## src/rtl/vtg_pkg.sv

```systemverilog
package vtg_pkg;

  localparam int unsigned ADR_MODE    = 0;
  localparam int unsigned ADR_LINELEN = 1;
  localparam int unsigned ADR_HALF    = 2;
  localparam int unsigned ADR_RESTART = 3;
  localparam int unsigned ADR_WSTART  = 4;
  localparam int unsigned ADR_WSTOP   = 5;
  localparam int unsigned ADR_STAT    = 6;
  localparam int unsigned ADR_MSET    = 7;
  localparam int unsigned ADR_MCLR    = 8;
  localparam int unsigned CH_BASE     = 16;
  localparam int unsigned CH_STRIDE   = 4;

  typedef enum logic [1:0] {
    ST_HALT = 2'd0,
    ST_WAIT = 2'd1,
    ST_RUN  = 2'd2
  } runState_t;

  typedef struct packed {
    logic restart;
    logic run;
    logic loadCfg;
  } vtgStrobes_t;

endpackage

```

## src/rtl/vtg_sync_chan.sv

```systemverilog
module vtg_sync_chan #(
  parameter int ADDR_W = 6,
  parameter int PIX_W  = 16,
  parameter int LINE_W = 16,
  parameter int BASE   = 16
) (
  input  logic              clk,
  input  logic              rst,
  input  logic              wrEn,
  input  logic [ADDR_W-1:0] wrAddr,
  input  logic [31:0]       wrData,
  input  logic              loadCfg,
  input  logic [PIX_W-1:0]  curPix,
  input  logic [LINE_W-1:0] curLine,
  output logic              hsync,
  output logic              vsync
);

  localparam logic [ADDR_W-1:0] A_H  = ADDR_W'(BASE);
  localparam logic [ADDR_W-1:0] A_VL = ADDR_W'(BASE + 1);
  localparam logic [ADDR_W-1:0] A_VO = ADDR_W'(BASE + 2);

  logic [31:0] stageH, stageVL, stageVO;
  logic [31:0] liveH, liveVL, liveVO;

  always_ff @(posedge clk) begin
    if (rst) begin
      stageH  <= '0;
      stageVL <= '0;
      stageVO <= '0;
    end else if (wrEn) begin
      if (wrAddr == A_H)  stageH  <= wrData;
      if (wrAddr == A_VL) stageVL <= wrData;
      if (wrAddr == A_VO) stageVO <= wrData;
    end
  end

  always_ff @(posedge clk) begin
    if (rst) begin
      liveH  <= '0;
      liveVL <= '0;
      liveVO <= '0;
    end else if (loadCfg) begin
      liveH  <= stageH;
      liveVL <= stageVL;
      liveVO <= stageVO;
    end
  end

  logic [PIX_W-1:0]  hRise, hFall, vRisePix, vFallPix;
  logic [LINE_W-1:0] vRiseLine, vFallLine;

  assign hRise     = liveH[PIX_W-1:0];
  assign hFall     = liveH[16 +: PIX_W];
  assign vRiseLine = liveVL[LINE_W-1:0];
  assign vFallLine = liveVL[16 +: LINE_W];
  assign vRisePix  = liveVO[PIX_W-1:0];
  assign vFallPix  = liveVO[16 +: PIX_W];

  logic pastRise, pastFall, riseFirst, samePoint;

  always_comb begin
    pastRise  = (curLine > vRiseLine) || ((curLine == vRiseLine) && (curPix >= vRisePix));
    pastFall  = (curLine > vFallLine) || ((curLine == vFallLine) && (curPix >= vFallPix));
    riseFirst = (vRiseLine < vFallLine) || ((vRiseLine == vFallLine) && (vRisePix < vFallPix));
    samePoint = (vRiseLine == vFallLine) && (vRisePix == vFallPix);

    if (hRise == hFall)     hsync = 1'b0;
    else if (hRise < hFall) hsync = (curPix >= hRise) && (curPix < hFall);
    else                    hsync = (curPix >= hRise) || (curPix < hFall);

    if (samePoint)      vsync = 1'b0;
    else if (riseFirst) vsync = pastRise && !pastFall;
    else                vsync = pastRise || !pastFall;
  end

endmodule

```

## src/rtl/vtg_datapath.sv

```systemverilog
module vtg_datapath
  import vtg_pkg::*;
#(
  parameter int ADDR_W = 6,
  parameter int PIX_W  = 16,
  parameter int LINE_W = 16,
  parameter int NUM_CH = 4
) (
  input  logic              clk,
  input  logic              rst,
  input  logic              wrEn,
  input  logic [ADDR_W-1:0] wrAddr,
  input  logic [31:0]       wrData,
  input  vtgStrobes_t       strb,
  output logic              evTop,
  output logic              evBot,
  output logic [NUM_CH-1:0] hsync,
  output logic [NUM_CH-1:0] vsync,
  output logic              activeVid,
  output logic [PIX_W-1:0]  curPix,
  output logic [LINE_W-1:0] curLine
);

  localparam logic [ADDR_W-1:0] A_LEN  = ADDR_W'(ADR_LINELEN);
  localparam logic [ADDR_W-1:0] A_HALF = ADDR_W'(ADR_HALF);
  localparam logic [ADDR_W-1:0] A_WST  = ADDR_W'(ADR_WSTART);
  localparam logic [ADDR_W-1:0] A_WSP  = ADDR_W'(ADR_WSTOP);

  logic [PIX_W-1:0] stageLen, liveLen;
  logic [LINE_W:0]  stageHalf, liveHalf;
  logic [31:0]      stageWinA, stageWinB, liveWinA, liveWinB;

  always_ff @(posedge clk) begin
    if (rst) begin
      stageLen  <= '0;
      stageHalf <= '0;
      stageWinA <= '0;
      stageWinB <= '0;
    end else if (wrEn) begin
      if (wrAddr == A_LEN)  stageLen  <= wrData[PIX_W-1:0];
      if (wrAddr == A_HALF) stageHalf <= wrData[LINE_W:0];
      if (wrAddr == A_WST)  stageWinA <= wrData;
      if (wrAddr == A_WSP)  stageWinB <= wrData;
    end
  end

  always_ff @(posedge clk) begin
    if (rst) begin
      liveLen  <= '0;
      liveHalf <= '0;
      liveWinA <= '0;
      liveWinB <= '0;
    end else if (strb.loadCfg) begin
      liveLen  <= stageLen;
      liveHalf <= stageHalf;
      liveWinA <= stageWinA;
      liveWinB <= stageWinB;
    end
  end

  logic [LINE_W-1:0] linesPerField, midLine;
  logic lastPix, lastLine, atMid;

  assign linesPerField = liveHalf[LINE_W:1];
  assign midLine       = {1'b0, linesPerField[LINE_W-1:1]};
  assign lastPix       = (curPix == liveLen - PIX_W'(1));
  assign lastLine      = (curLine == linesPerField);
  assign atMid         = (curLine == midLine);
  assign evTop         = strb.run && lastPix && lastLine;
  assign evBot         = strb.run && lastPix && atMid && !lastLine;

  always_ff @(posedge clk) begin
    if (rst || strb.restart) begin
      curPix  <= '0;
      curLine <= LINE_W'(1);
    end else if (strb.run) begin
      if (lastPix) begin
        curPix  <= '0;
        curLine <= lastLine ? LINE_W'(1) : curLine + LINE_W'(1);
      end else begin
        curPix <= curPix + PIX_W'(1);
      end
    end
  end

  assign activeVid = (curLine >= liveWinA[16 +: LINE_W]) && (curLine <= liveWinB[16 +: LINE_W]) &&
                     (curPix  >= liveWinA[PIX_W-1:0])    && (curPix  <= liveWinB[PIX_W-1:0]);

  for (genvar g = 0; g < NUM_CH; g++) begin : g_chan
    vtg_sync_chan #(
      .ADDR_W(ADDR_W),
      .PIX_W (PIX_W),
      .LINE_W(LINE_W),
      .BASE  (CH_BASE + CH_STRIDE * g)
    ) i_chan (
      .clk    (clk),
      .rst    (rst),
      .wrEn   (wrEn),
      .wrAddr (wrAddr),
      .wrData (wrData),
      .loadCfg(strb.loadCfg),
      .curPix (curPix),
      .curLine(curLine),
      .hsync  (hsync[g]),
      .vsync  (vsync[g])
    );
  end

endmodule

```

## src/rtl/vtg_ctrl.sv

```systemverilog
module vtg_ctrl
  import vtg_pkg::*;
#(
  parameter int ADDR_W = 6
) (
  input  logic              clk,
  input  logic              rst,
  input  logic              wrEn,
  input  logic [ADDR_W-1:0] wrAddr,
  input  logic [1:0]        wrBits,
  input  logic              extSync,
  input  logic              evTop,
  input  logic              evBot,
  output vtgStrobes_t       strb,
  output logic [1:0]        irqStatus,
  output logic [1:0]        irqMask,
  output logic              irq
);

  localparam logic [ADDR_W-1:0] A_MODE = ADDR_W'(ADR_MODE);
  localparam logic [ADDR_W-1:0] A_RST  = ADDR_W'(ADR_RESTART);
  localparam logic [ADDR_W-1:0] A_STAT = ADDR_W'(ADR_STAT);
  localparam logic [ADDR_W-1:0] A_MSET = ADDR_W'(ADR_MSET);
  localparam logic [ADDR_W-1:0] A_MCLR = ADDR_W'(ADR_MCLR);

  runState_t state;
  logic slaveMode, restartWr;
  logic [1:0] clrBits, setBits;

  assign restartWr = wrEn && (wrAddr == A_RST) && wrBits[0];

  always_ff @(posedge clk) begin
    if (rst) begin
      slaveMode <= 1'b0;
      state     <= ST_HALT;
    end else begin
      if (wrEn && wrAddr == A_MODE) slaveMode <= wrBits[0];
      if (restartWr)                         state <= slaveMode ? ST_WAIT : ST_RUN;
      else if (state == ST_WAIT && extSync)  state <= ST_RUN;
    end
  end

  always_comb begin
    strb.restart = restartWr;
    strb.run     = (state == ST_RUN) && !restartWr;
    strb.loadCfg = restartWr || evTop;
  end

  assign setBits = {evTop, evBot};
  assign clrBits = (wrEn && wrAddr == A_STAT) ? wrBits : 2'b00;

  always_ff @(posedge clk) begin
    if (rst) begin
      irqStatus <= '0;
      irqMask   <= '0;
    end else begin
      irqStatus <= (irqStatus & ~clrBits) | setBits;
      if (wrEn && wrAddr == A_MSET)      irqMask <= irqMask | wrBits;
      else if (wrEn && wrAddr == A_MCLR) irqMask <= irqMask & ~wrBits;
    end
  end

  assign irq = |(irqStatus & irqMask);

endmodule

```

## src/rtl/raster_timing_gen.sv

```systemverilog
module raster_timing_gen
  import vtg_pkg::*;
#(
  parameter int ADDR_W = 6,
  parameter int PIX_W  = 16,
  parameter int LINE_W = 16,
  parameter int NUM_CH = 4
) (
  input  logic              clk,
  input  logic              rst,
  input  logic              wrEn,
  input  logic [ADDR_W-1:0] wrAddr,
  input  logic [31:0]       wrData,
  input  logic              extSync,
  output logic [NUM_CH-1:0] hsync,
  output logic [NUM_CH-1:0] vsync,
  output logic              activeVid,
  output logic [PIX_W-1:0]  curPix,
  output logic [LINE_W-1:0] curLine,
  output logic [1:0]        irqStatus,
  output logic [1:0]        irqMask,
  output logic              irq
);

  vtgStrobes_t strb;
  logic evTop, evBot;

  vtg_ctrl #(.ADDR_W(ADDR_W)) i_ctrl (
    .clk      (clk),
    .rst      (rst),
    .wrEn     (wrEn),
    .wrAddr   (wrAddr),
    .wrBits   (wrData[1:0]),
    .extSync  (extSync),
    .evTop    (evTop),
    .evBot    (evBot),
    .strb     (strb),
    .irqStatus(irqStatus),
    .irqMask  (irqMask),
    .irq      (irq)
  );

  vtg_datapath #(
    .ADDR_W(ADDR_W),
    .PIX_W (PIX_W),
    .LINE_W(LINE_W),
    .NUM_CH(NUM_CH)
  ) i_dp (
    .clk      (clk),
    .rst      (rst),
    .wrEn     (wrEn),
    .wrAddr   (wrAddr),
    .wrData   (wrData),
    .strb     (strb),
    .evTop    (evTop),
    .evBot    (evBot),
    .hsync    (hsync),
    .vsync    (vsync),
    .activeVid(activeVid),
    .curPix   (curPix),
    .curLine  (curLine)
  );

endmodule

```

## config.mk

```make
export PLATFORM = sky130hd
export DESIGN_NAME = raster_timing_gen
export DESIGN_NICKNAME = d
export VERILOG_FILES = /design/src/rtl/vtg_pkg.sv /design/src/rtl/vtg_sync_chan.sv /design/src/rtl/vtg_datapath.sv /design/src/rtl/vtg_ctrl.sv /design/src/rtl/raster_timing_gen.sv
export SDC_FILE = /design/constraint.sdc
export NUM_CORES = 2
export LEC_CHECK = 0
export ABC_CLOCK_PERIOD_IN_PS = 4100
export CORE_MARGIN = 2
export CORE_UTILIZATION = 45
export CTS_CLUSTER_SIZE = 10
export DETAILED_ROUTE_END_ITERATION = 7
export MAX_ROUTING_LAYER = met4
export PLACE_DENSITY = 0.61
export SYNTH_ARGS = -nofsm -noshare
export SYNTH_HDL_FRONTEND = slang
export SYNTH_SLANG_ARGS = --single-unit
```

## constraint.sdc

```tcl
create_clock -name clk -period 4.1 [get_ports clk]
set_input_delay 0.82 -clock clk [delete_from_list [all_inputs] [get_ports clk]]
set_output_delay 0.82 -clock clk [all_outputs]
set_load 0.05 [all_outputs]
```

==> metrics <==
power per cell area=~310 nW/um2; TritonCTS Buffers=about 110; cell taking the most area after synthesis=dfxtp_1; Lkg Pwr=between 20 and 30 nW; DP HPWL=114000 um; Final Util=0.517; First-pass DRT Iterations=7; CTS root buf=clkbuf_16; Top Usage Layer GRT=met2; synth top area cells=dfxtp_1 36%, ha_1 14%, nand2b_1 11%, mux2i_1 8.7%, nand2_1 7.0%; most common cell after layout, fill and taps aside=nand2_1; WL/cell=21.2 um; largest family of logic cells by synthesized area=simple AND/OR/NAND/NOR gates; layout cells sized above 1=0.0847; top-area cell type share of the netlist area=0.359; Crit Path Category=register to output port; xor and xnor area share after synthesis=0.0101; yosys synthesis warning count=0; actual slew at the worst max-slew pin=about 1.1 ns; Max Cap Viol=0; commonest non-fill, non-tap cells in the layout=1044 x nand2_1, 992 x nand2b_1, 960 x dfxtp_1; H-tree Lvls=3; # rows=between 100 and 150; nets=approximately 7300; hold_sp=i_dp.g_chan[2].i_chan.stageVO[31]; Post-synth EDFFs=0; clock sink count=999; hold path depth=2; routed vias/inst=5.40; Initial Util=0.452; hold buffers post-CTS=0; WHS=~0.44 ns; vias post-DR=about 45000; post-synthesis sequential element count=around 1000; area of the mapped netlist=between 50000 and 60000 um2; drt drc=0; fin crit period=roughly 4 ns; CTS tree=done; Seq/Total Area, Yosys=0.359; routing usage on met3=0.0335; f_max=approximately 0.24 GHz; RSZ-0062 raised after global routing=yes; CP max FO=7; Port Buffers=87; Synth Area in Simple Gates=0.230; type of origin of the critical path=register; initial antenna violation count=10; Syn Nets=between 7000 and 8000; die area=approximately 130000 um2; Hold Path Sink=i_dp.g_chan[2].i_chan.liveVO[31]; Register-to-Register Path Depth=11; grt met2 use=0.456; Slew Limit Fails=0; worst hold path class=register to register; largest net degree at the start of global routing=between 150 and 200; vias in the first global route=about 43000; placed inst area=around 59000 um2; Worst slew margin=0.264; Netlist cell types=72; Synth Flop Type=dfxtp_1; worst reg-to-reg setup slack=0.36 ns; met1 Resource Use GR=0.366; ANT nets after route=0; Max clock buf depth=3; Critical R2R Capture=i_dp.curLine[13]; Die W=approximately 360 um; GRT Resource Usage Total=0.281; Hold Vio Cnt, Final=0; syn avg cell area=8.45 um2; Required @ worst endpoint=3.28 ns; area grow syn2layout=14.4%; Final period util=0.999; Clock Latency Late Sink=between 0.7 and 0.8 ns; GR Overflow Total=0; final instance area=63700 um2; FFs w/ async S/R, synth=0; Compound-Gate Fraction of Synth Area=0.111; Post-Synth Adder-Cell Area=0.144; Syn Inst Count=6600; DRT Wirelength=177000 um; first-pass GRT wire length=264000 um; post-synthesis mux area share=0.0871; skew final=0.0569 ns; core area=between 100000 and 150000 um2; endpoint type of the worst setup path=output port; CTS clk-pin slew, worst paths=about 0.060 ns; Peak VDD IR=between 300 and 400 uV; r2r startpoint=i_dp.curPix[9]; status=finished clean; 1st-iter DRT viols=approximately 3400; Critical Path AT=~3.3 ns; IO Pins=88; final setup fails=0; gp weighted congestion=around 0.95; die height=about 360 um; FILL cells=approximately 12000
[flip-flops by register name (all words and copies together) (netlist names), 32 cells and up, named ones only]
signal and cells:
i_dp.g_chan.i_chan.stageVO 128, i_dp.g_chan.i_chan.liveVL 128, i_dp.g_chan.i_chan.stageVL 128, i_dp.stageWinB 32, i_dp.liveWinB 32, i_dp.stageWinA 32
i_dp.liveWinA 32, i_dp.g_chan.i_chan.liveH 128, i_dp.g_chan.i_chan.stageH 128, i_dp.g_chan.i_chan.liveVO 128
[how the worst max path moves through the flow]
stage              startpoint                          endpoint
2_1_floorplan  i_dp.curPix[9]                          vsync[1]
3_3_place_gp        wrAddr[3]                  i_dp.curLine[13]
3_5_place_dp        wrAddr[3]  i_dp.g_chan[2].i_chan.liveVL[30]
4_1_cts        i_dp.curPix[5]                          vsync[1]
5_1_grt        i_dp.curPix[9]                          hsync[1]
6_report       i_dp.curPix[9]                          vsync[0]
[per-stage QoR]
stage	total power [mW]	cells	setup TNS, ns	setup WS, ns
2_1_floorplan	10.4	6600	0	0.0907
3_3_place_gp	10.8	8156	0	0.278
3_5_place_dp	10.8	8156	0	0.204
4_1_cts	20.0	8331	-0.0763	-0.0390
5_1_grt	20.4	8343	-0.317	-0.105
6_report	19.8	8343	0	0.00396
[routing by layer]
| layer | wire (um) | up-vias |
|---|---|---|
| met5 | 0 | - |
| met4 | 5600 | 0 |
| li1 | - | 22200 |
| met1 | 79100 | 21600 |
| met2 | 82600 | 1043 |
| met3 | 9620 | 271 |
[cells in the mapped netlist (12+ instances only)]
master and count:
xnor2_1 29, o31ai_1 18, a211o_1 12, nor2b_1 48, nor3_1 35, inv_1 458
a211oi_1 25, a31oi_1 13, o211ai_1 34, ha_1 639, xor2_1 35, a21o_1 144
nand2_1 1046, nand2b_1 994, nand3_1 40, and3_1 17, o21ai_0 117, clkbuf_1 302
o21a_1 24, a21oi_1 616, nor2_1 129, nor4_1 15, or3_1 15, buf_4 31
nand4_1 131, mux2i_1 485, buf_2 34, dfxtp_1 999
[logic make-up after synthesis]
logic type	count (synthesis)
multiplexers	485
AO/OA/AOI/OAI	1057
flip-flops	999
buffers and inverters	835
adder cells (fa/ha/maj)	642
AND/OR/NAND/NOR	2518
XOR/XNOR	64
[final cells by class]
| cell class | count | area (um2) | share of cell area |
|---|---|---|---|
| Multi-Input combinational cell | 4766 | 33300 | 0.522 |
| Sequential cell | 999 | 20100 | 0.315 |
| Timing Repair Buffer | 329 | 3360 | 0.0528 |
| Clock buffer | 142 | 3060 | 0.0480 |
| Tap cell | 1637 | 2050 | 0.0321 |
| Inverter | 458 | 1730 | 0.0271 |
| Clock inverter | 11 | 158 | 0.00247 |
| Antenna cell | 1 | 2.50 | 0.0000393 |
[critical path, stage by stage (launching register included)]
cell and delay, ns:
dfxtp_4 0.39, buf_12 0.17, ha_1 0.31, a21oi_1 0.15
nor2b_1 0.06, o21ai_1 0.12, a21oi_1 0.09, o31a_1 0.28
o31ai_4 0.28, a32oi_1 0.14, nor3_2 0.36, buf_12 0.19
[timing repair]
action                     in CTS  in global routing
pin swaps                      52                 37
buffers inserted               24                 12
cloned                          1                  0
hold endpoints to repair        0                  0
setup endpoints to repair       9                  9
gates resized for setup       160                 73
[where the power goes]
group	internal, mW	total (mW)	switching, mW
clock network	5.22	9.27	4.06
registers	9.72	9.73	0.00942
logic	0.256	0.822	0.566
No activity file was read; power rests on OpenSTA's default activity.
